`config.mk`:
```
export PLATFORM = sky130hd
export DESIGN_NAME = flyby_subst
export DESIGN_NICKNAME = d
export VERILOG_FILES = /design/src/rtl/flyby_pkg.sv /design/src/rtl/flyby_ptr.sv /design/src/rtl/flyby_addr_mux.sv /design/src/rtl/flyby_subst.sv
export SDC_FILE = /design/constraint.sdc
export NUM_CORES = 1
export LEC_CHECK = 0
export ABC_AREA = 1
export BUFFER_PORTS_ARGS = -buffer_cell sky130_fd_sc_hd__buf_2
export CAP_MARGIN = 0
export CORE_AREA = 2 2 75 63
export DETAILED_ROUTE_END_ITERATION = 12
export DIE_AREA = 0 0 77 65
export HOLD_SLACK_MARGIN = 0.15
export PLACE_DENSITY = 0.78
export SYNTH_ARGS = -nofsm -noshare
export SYNTH_HDL_FRONTEND = slang
export SYNTH_SLANG_ARGS = --single-unit
```
`constraint.sdc`:
```
create_clock -name clk -period 1.7 [get_ports clk]
set_input_delay 0.085 -clock clk [delete_from_list [all_inputs] [get_ports clk]]
set_output_delay 0.085 -clock clk [all_outputs]
set_load 0.02 [all_outputs]
```
`src/rtl/flyby_pkg.sv`:
```
package flyby_pkg;

    localparam int UNIT_SHIFT = 3;

    typedef enum logic [1:0] {
        OP_HOLD = 2'd0,
        OP_STEP = 2'd1,
        OP_LOAD = 2'd2
    } ptr_op_e;

    // write wins over a beat in the same cycle; the beat still uses the old value
    function automatic ptr_op_e pick_op(input logic wr_hit, input logic beat);
        if (wr_hit)
            return OP_LOAD;
        else if (beat)
            return OP_STEP;
        else
            return OP_HOLD;
    endfunction

endpackage

```
`src/rtl/flyby_ptr.sv`:
```
module flyby_ptr
    import flyby_pkg::*;
#(
    parameter int CNT_W = 13
) (
    input  logic             clk,
    input  logic             rst,
    input  logic             load,
    input  logic [CNT_W-1:0] load_val,
    input  logic             beat,
    output logic [CNT_W-1:0] ptr
);

    ptr_op_e op;

    always_comb op = pick_op(load, beat);

    always_ff @(posedge clk) begin
        if (rst) begin
            ptr <= '0;
        end else begin
            unique case (op)
                OP_LOAD: ptr <= load_val;
                OP_STEP: ptr <= ptr + CNT_W'(1);
                default: ptr <= ptr;
            endcase
        end
    end

    // one unit per unloaded beat, modulo the width
    a_r4_step_one: assert property (@(posedge clk) disable iff (rst)
        (beat && !load) |=> (ptr == $past(ptr) + CNT_W'(1)));

    // no beat and no write means no movement
    a_r5_hold_idle: assert property (@(posedge clk) disable iff (rst)
        (!beat && !load) |=> $stable(ptr));

    // a write always lands, even together with a beat
    a_r7_load_wins: assert property (@(posedge clk) disable iff (rst)
        load |=> (ptr == $past(load_val)));

endmodule

```
`src/rtl/flyby_addr_mux.sv`:
```
module flyby_addr_mux
    import flyby_pkg::*;
#(
    parameter int ADDR_W = 16,
    parameter int CNT_W  = ADDR_W - UNIT_SHIFT
) (
    input  logic              qual,
    input  logic [ADDR_W-1:0] bus_addr,
    input  logic [CNT_W-1:0]  ptr,
    output logic [ADDR_W-1:0] mem_addr
);

    logic [ADDR_W-1:0] sub_addr;

    always_comb begin
        sub_addr = {ptr, {UNIT_SHIFT{1'b0}}};
        mem_addr = qual ? sub_addr : bus_addr;
    end

    // substituted addresses are always 8-byte aligned
    always_comb begin
        if (qual)
            a_r3_aligned: assert (mem_addr[UNIT_SHIFT-1:0] == '0);
    end

endmodule

```
`src/rtl/flyby_subst.sv`:
```
module flyby_subst
    import flyby_pkg::*;
#(
    parameter int NUM_CH = 2,
    parameter int ADDR_W = 16,
    parameter int CH_W   = (NUM_CH > 1) ? $clog2(NUM_CH) : 1,
    parameter int CNT_W  = ADDR_W - UNIT_SHIFT
) (
    input  logic                          clk,
    input  logic                          rst,
    input  logic                          cfg_we,
    input  logic [CH_W-1:0]               cfg_sel,
    input  logic [CNT_W-1:0]              cfg_data,
    input  logic [NUM_CH-1:0]             dma_ack,
    input  logic                          data_valid,
    input  logic [NUM_CH-1:0][ADDR_W-1:0] bus_addr,
    output logic [NUM_CH-1:0][ADDR_W-1:0] mem_addr
);

    logic [NUM_CH-1:0]            qual;
    logic [NUM_CH-1:0]            wr_hit;
    logic [NUM_CH-1:0][CNT_W-1:0] ptr;

    for (genvar i = 0; i < NUM_CH; i++) begin : g_ch
        always_comb begin
            qual[i]   = dma_ack[i] & data_valid;
            wr_hit[i] = cfg_we && (cfg_sel == CH_W'(i));
        end

        flyby_ptr #(.CNT_W(CNT_W)) u_ptr (
            .clk      (clk),
            .rst      (rst),
            .load     (wr_hit[i]),
            .load_val (cfg_data),
            .beat     (qual[i]),
            .ptr      (ptr[i])
        );

        flyby_addr_mux #(.ADDR_W(ADDR_W), .CNT_W(CNT_W)) u_mux (
            .qual     (qual[i]),
            .bus_addr (bus_addr[i]),
            .ptr      (ptr[i]),
            .mem_addr (mem_addr[i])
        );

        // port-level pass-through when the beat is not qualified
        a_r2_passthru: assert property (@(posedge clk) disable iff (rst)
            !(dma_ack[i] && data_valid) |-> (mem_addr[i] == bus_addr[i]));

        // a channel that neither beats nor is written keeps its next output
        a_r8_isolated: assert property (@(posedge clk) disable iff (rst)
            (!(dma_ack[i] && data_valid) && !(cfg_we && cfg_sel == CH_W'(i)))
            |=> $stable(ptr[i]));
    end

endmodule

```
==> results of run 1 <==
[Yosys cell counts]
cell type,instances
buf_2,3
o22ai_1,23
inv_1,58
nor2_2,3
inv_2,4
dfxtp_1,26
o21ai_0,29
ha_1,2
a21oi_2,1
nand2_1,86
buf_4,3
nor2_1,35
or2_2,1
nand2_2,4
xor2_1,7
o221ai_1,1
a31oi_1,6
nand4_1,5
a21oi_1,19
nand3_1,20
clkbuf_1,6
[routing by layer]
layer | wire [um] | vias up
li1 | - | 1263
met1 | 2750 | 1075
met2 | 2370 | 96
met3 | 470 | 15
met4 | 169 | 0
met5 | 0 | -
[cells by family after synthesis]
family | Yosys count | share of synthesized area
AOI/OAI and AO/OA | 79 | 0.222
DFF | 26 | 0.264
adders and majority gates | 2 | 0.0127
and+or+nand+nor | 154 | 0.322
buffers and inverters | 74 | 0.148
xor gates and xnor gates | 7 | 0.0311
[power by group]
part | leakage [nW] | internal (W) | switching [W]
registers | 0.213 | 0.000643 | 0.0000328
logic | 1.00 | 0.000170 | 0.000280
clock network | 0.0357 | 0.000316 | 0.000216
[final cells by class]
type / count / area, sq um / share of cell area
multi-input cells: 242 / 1160 / 0.460
clock inverters: 1 / 30.0 / 0.0119
repair buffers: 89 / 463 / 0.183
well taps: 60 / 75.1 / 0.0297
flip-flops and latches: 26 / 520 / 0.206
inverters: 62 / 233 / 0.0922
clock buffers: 3 / 41.3 / 0.0164
[stage by stage]
| step | cell area (sq um) | worst slack, ns | cells | hold slack, ns | util |
|---|---|---|---|---|---|
| after CTS | 2520 | 0.252 | 483 | 0.165 | 0.580 |
| after floorplan | 1970 | 0.493 | 342 | 0.154 | - |
| after global routing | 2520 | 0.118 | 483 | 0.190 | 0.580 |
| after detailed placement | 2440 | 0.326 | 478 | 0.395 | 0.562 |
| final | 2520 | 0.234 | 483 | 0.165 | 0.580 |
| after global placement | 2440 | 0.408 | 478 | 0.398 | 0.562 |
[worst min-delay path: stages]
cell	delay, ns
buf_2	0.13
nand3_1	0.10
a31oi_1	0.08
[final timing paths]
kind	startpoint	end	slack (ns)
worst max-delay path	g_ch[0].u_ptr.ptr[1]$_SDFFE_PP0P_	g_ch[0].u_ptr.ptr[8]$_SDFFE_PP0P_	0.23
worst min-delay path	cfg_we	g_ch[0].u_ptr.ptr[2]$_SDFFE_PP0P_	0.16
worst max register to register	g_ch[0].u_ptr.ptr[1]$_SDFFE_PP0P_	g_ch[0].u_ptr.ptr[8]$_SDFFE_PP0P_	0.23
worst min register to register	g_ch[1].u_ptr.ptr[12]$_SDFFE_PP0P_	g_ch[1].u_ptr.ptr[12]$_SDFFE_PP0P_	0.57
==> flow_summary.json, run 1 <==
{
  "status": "finished, final reports clean",
  "setup_tns_ns": 0,
  "cts_tree": "yes",
  "met1_usage": 0.330,
  "post_cts_resized": 0,
  "root_buffer": "clkbuf_8",
  "grt-busiest-layer": "met2",
  "crit_top_cell": "nand2_1",
  "leakage_nw": 1.25,
  "drc": 0,
  "place_congestion": 0.947,
  "arrival_ns": 1.69,
  "cpMaxStageDelayCell": "dfxtp_1",
  "n_fill_cell": 450,
  "powerDensity_mw_per_mm2": 657,
  "drt_iter0_markers": 140,
  "cts_made_buffers": 3,
  "top_regs": "g_ch.u_ptr.ptr x26",
  "htreeDepth": 1,
  "die_h_um": 65,
  "drive_gt1_frac": 0.248,
  "ys_types": 21,
  "hold_viol": 0,
  "ir_drop_v": 0.000516,
  "core_sq_mm": 0.00435,
  "grt_pass1_vias": 2124,
  "largest_reg_flops": 26,
  "cpPeakStageDelay_ns": 0.39,
  "fin_nets": 478,
  "syn_to_final_growth_pct": 27.8,
  "hold_path.class": "input port to flop",
  "synth_warnings": 0,
  "diodes": 0,
  "start_util": 0.454,
  "finalWirelength_um": 5760,
  "startpoint_type": "flop",
  "die_w_um": 77,
  "mostFrequentLayoutCells": "86 x nand2_1, 83 x buf_2, 58 x inv_1",
  "grt_start_max_net_pins": 26,
  "ys_seq_elements": 26,
  "yosysSeqAreaShare": 0.264,
  "slew_viol_final": 0,
  "cts_hold_buf": 1,
  "synth.avg_cell_area_sq_um": 5.77,
  "row_count": 22,
  "drtPass1Iterations": 4,
  "grt_usage": 0.233,
  "syn_area_sq_mm": 0.00197,
  "path_class": "flop to flop",
  "clock_latency_ns": 0.28,
  "overflow": 0,
  "ios": 84,
  "p_total_w": 0.00166,
  "cp-end-kind": "flop",
  "top_register": "g_ch.u_ptr.ptr",
  "tightestPinTransition_ns": 0.623,
  "synth_nets": 396,
  "via_count": 2449,
  "final_common_cell": "nand2_1",
  "clk_pin_slew_ns": 0.10,
  "cts_sinks": 26,
  "gr-usage-met2": 0.353,
  "fin_crit_sh": 0.862,
  "synth_top_area_cell": "dfxtp_1",
  "critPathTopFamily": "simple AND/OR/NAND/NOR gates",
  "hold_depth": 3,
  "synthTopCellsByArea": "dfxtp_1 26%, nand2_1 16%, inv_1 11%",
  "die_area_sq_mm": 0.00501,
  "reg2reg_depth": 7,
  "crit_fanout": 5,
  "post_cts_buffers": 0,
  "worstPathRequired_ns": 1.92,
  "ant_nets": 0,
  "wl_per_cell_um": 11.9,
  "critPathBufInv": 0,
  "fmax_ghz": 0.682,
  "clock_skew_ns": 0.00731,
  "worstPathCellList": "ha_1 > nand2_1 > nor2_1 > nand2_1 > xor2_1 > nand2_1 > a21oi_1",
  "met3_usage": 0.0418,
  "grt_pass1_wl_um": 9540,
  "slew_headroom": 0.584,
  "port_buffers": 83,
  "critical_path_depth": 7,
  "avgViaCountPerCell": 5.07,
  "period_minus_slack_ns": 1.47,
  "place_hpwl_um": 4440,
  "cts_max_path_buffers": 2,
  "setup_viol": 0,
  "grt_setup_unrepaired": "false",
  "synth_top_area_share": 0.264,
  "antenna_found_initial": 0,
  "max-cap-violations": 0,
  "syn_inst": 342
}
No activity file was read; power rests on OpenSTA's default activity.
==> inputs of run 2 (changes only) <==
--- a/config.mk
+++ b/config.mk
@@ -12,7 +12,7 @@
 export DETAILED_ROUTE_END_ITERATION = 12
 export DIE_AREA = 0 0 77 65
 export HOLD_SLACK_MARGIN = 0.15
-export PLACE_DENSITY = 0.78
+export PLACE_DENSITY = 0.88
 export SYNTH_ARGS = -nofsm -noshare
 export SYNTH_HDL_FRONTEND = slang
 export SYNTH_SLANG_ARGS = --single-unit
==> flow_summary.json, run 2 (same netlist as run 1, synthesis figures left out) <==
{
  "status": "finished, final reports clean",
  "worstPathCellList": "ha_1 > nand2_1 > nor2_2 > nand2_1 > xor2_1 > nand2_1 > a21oi_1",
  "drt_iter0_markers": 211,
  "hold_path.class": "input port to flop",
  "tightestPinTransition_ns": 0.559,
  "grt_usage": 0.217,
  "hold_viol": 0,
  "root_buffer": "clkbuf_8",
  "row_count": 22,
  "ant_nets": 0,
  "ios": 84,
  "cp-end-kind": "flop",
  "core_sq_mm": 0.00435,
  "via_count": 2463,
  "drtPass1Iterations": 5,
  "powerDensity_mw_per_mm2": 616,
  "drc": 0,
  "syn_to_final_growth_pct": 26.2,
  "fin_crit_sh": 0.851,
  "largest_reg_flops": 26,
  "clock_latency_ns": 0.28,
  "avgViaCountPerCell": 5.12,
  "startpoint_type": "flop",
  "pre_cts_ws_ns": 0.299,
  "top_regs": "g_ch.u_ptr.ptr x26",
  "grt_pass1_wl_um": 9000,
  "antenna_found_initial": 0,
  "placed_cells_incl_taps": 476,
  "start_util": 0.454,
  "grt_setup_unrepaired": "false",
  "cts_tree": "yes",
  "post_cts_buffers": 0,
  "htreeDepth": 1,
  "path_class": "flop to flop",
  "die_h_um": 65,
  "grt_pass1_vias": 2114,
  "critPathBufInv": 0,
  "fin_nets": 476,
  "die_w_um": 77,
  "cts_made_buffers": 3,
  "setup_tns_ns": 0,
  "leakage_nw": 1.24,
  "layout.cells.non_filler": 481,
  "port_buffers": 83,
  "worstPathRequired_ns": 1.90,
  "cts_sinks": 26,
  "finalWirelength_um": 5640,
  "finalWorstSetupSlack_ns": 0.253,
  "max-cap-violations": 0,
  "grt_start_max_net_pins": 25,
  "cpPeakStageDelay_ns": 0.39,
  "slew_viol_final": 0,
  "p_total_w": 0.00154,
  "critPathTopFamily": "simple AND/OR/NAND/NOR gates",
  "ir_drop_v": 0.000452,
  "mostFrequentLayoutCells": "86 x nand2_1, 83 x buf_2, 58 x inv_1",
  "crit_fanout": 5,
  "setup_viol": 0,
  "n_fill_cell": 439,
  "final_common_cell": "nand2_1",
  "cts_max_path_buffers": 2,
  "die_area_sq_mm": 0.00501,
  "arrival_ns": 1.65,
  "cpMaxStageDelayCell": "dfxtp_1",
  "clk_pin_slew_ns": 0.10,
  "clock_skew_ns": 0.00715,
  "place_congestion": 0.881,
  "slew_headroom": 0.627,
  "drive_gt1_frac": 0.245,
  "period_minus_slack_ns": 1.45,
  "wl_per_cell_um": 11.7,
  "place_hpwl_um": 4280,
  "diodes": 0,
  "top_register": "g_ch.u_ptr.ptr",
  "overflow": 0,
  "crit_top_cell": "nand2_1",
  "fmax_ghz": 0.691
}
==> run 2: repair_timing <==
item	4_1_cts	5_1_grt
gates resized for setup	0	0
hold buffers	1	0
endpoints found under the setup margin	0	0
endpoints found under the hold margin	2	0
==> run 2: final timing paths <==
check / startpoint / end / slack, ns / depth (start not counted)
max: g_ch[1].u_ptr.ptr[1]$_SDFFE_PP0P_ / g_ch[1].u_ptr.ptr[8]$_SDFFE_PP0P_ / 0.25 / 7
min: cfg_we / g_ch[0].u_ptr.ptr[2]$_SDFFE_PP0P_ / 0.16 / 3
max reg2reg: g_ch[1].u_ptr.ptr[1]$_SDFFE_PP0P_ / g_ch[1].u_ptr.ptr[8]$_SDFFE_PP0P_ / 0.25 / 7
min reg2reg: g_ch[1].u_ptr.ptr[12]$_SDFFE_PP0P_ / g_ch[1].u_ptr.ptr[12]$_SDFFE_PP0P_ / 0.57 / 4
==> run 2: power by group <==
part,switching (W),internal [W],leakage [nW]
clock,0.000207,0.000207,0.0288
combinational,0.000277,0.000168,0.994
sequential,0.0000336,0.000643,0.213
total,0.000518,0.00102,1.24
==> run 2: metrics by stage <==
step / hold slack (ns) / area, sq um / util
2_1_floorplan: 0.154 / 1970 / -
3_3_place_gp: 0.402 / 2430 / 0.558
3_5_place_dp: 0.413 / 2430 / 0.558
4_1_cts: 0.156 / 2490 / 0.573
5_1_grt: 0.194 / 2490 / 0.573
6_report: 0.159 / 2490 / 0.573
==> run 2: area by class of cell <==
type                    instances  area [sq um]  share of cell area
multi-input cells             242          1160               0.466
inverters                      62           233              0.0934
repair buffers                 87           448               0.180
flip-flops and latches         26           520               0.209
well taps                      60          75.1              0.0301
clock buffers                   4          55.1              0.0221
==> run 2: tightest hold or removal path, cell delays in order <==
cell and delay [ns]:
buf_2 0.13, nand3_1 0.09, a31oi_1 0.08
==> run 2: per-layer routing <==
metal | global-route usage | wire, um | vias up
met2 | 0.376 | 2570 | 115
met5 | 0 | 0 | -
met3 | 0.0334 | 525 | 6
met4 | 0.0491 | 65 | 0
li1 | - | - | 1257
met1 | 0.286 | 2480 | 1085
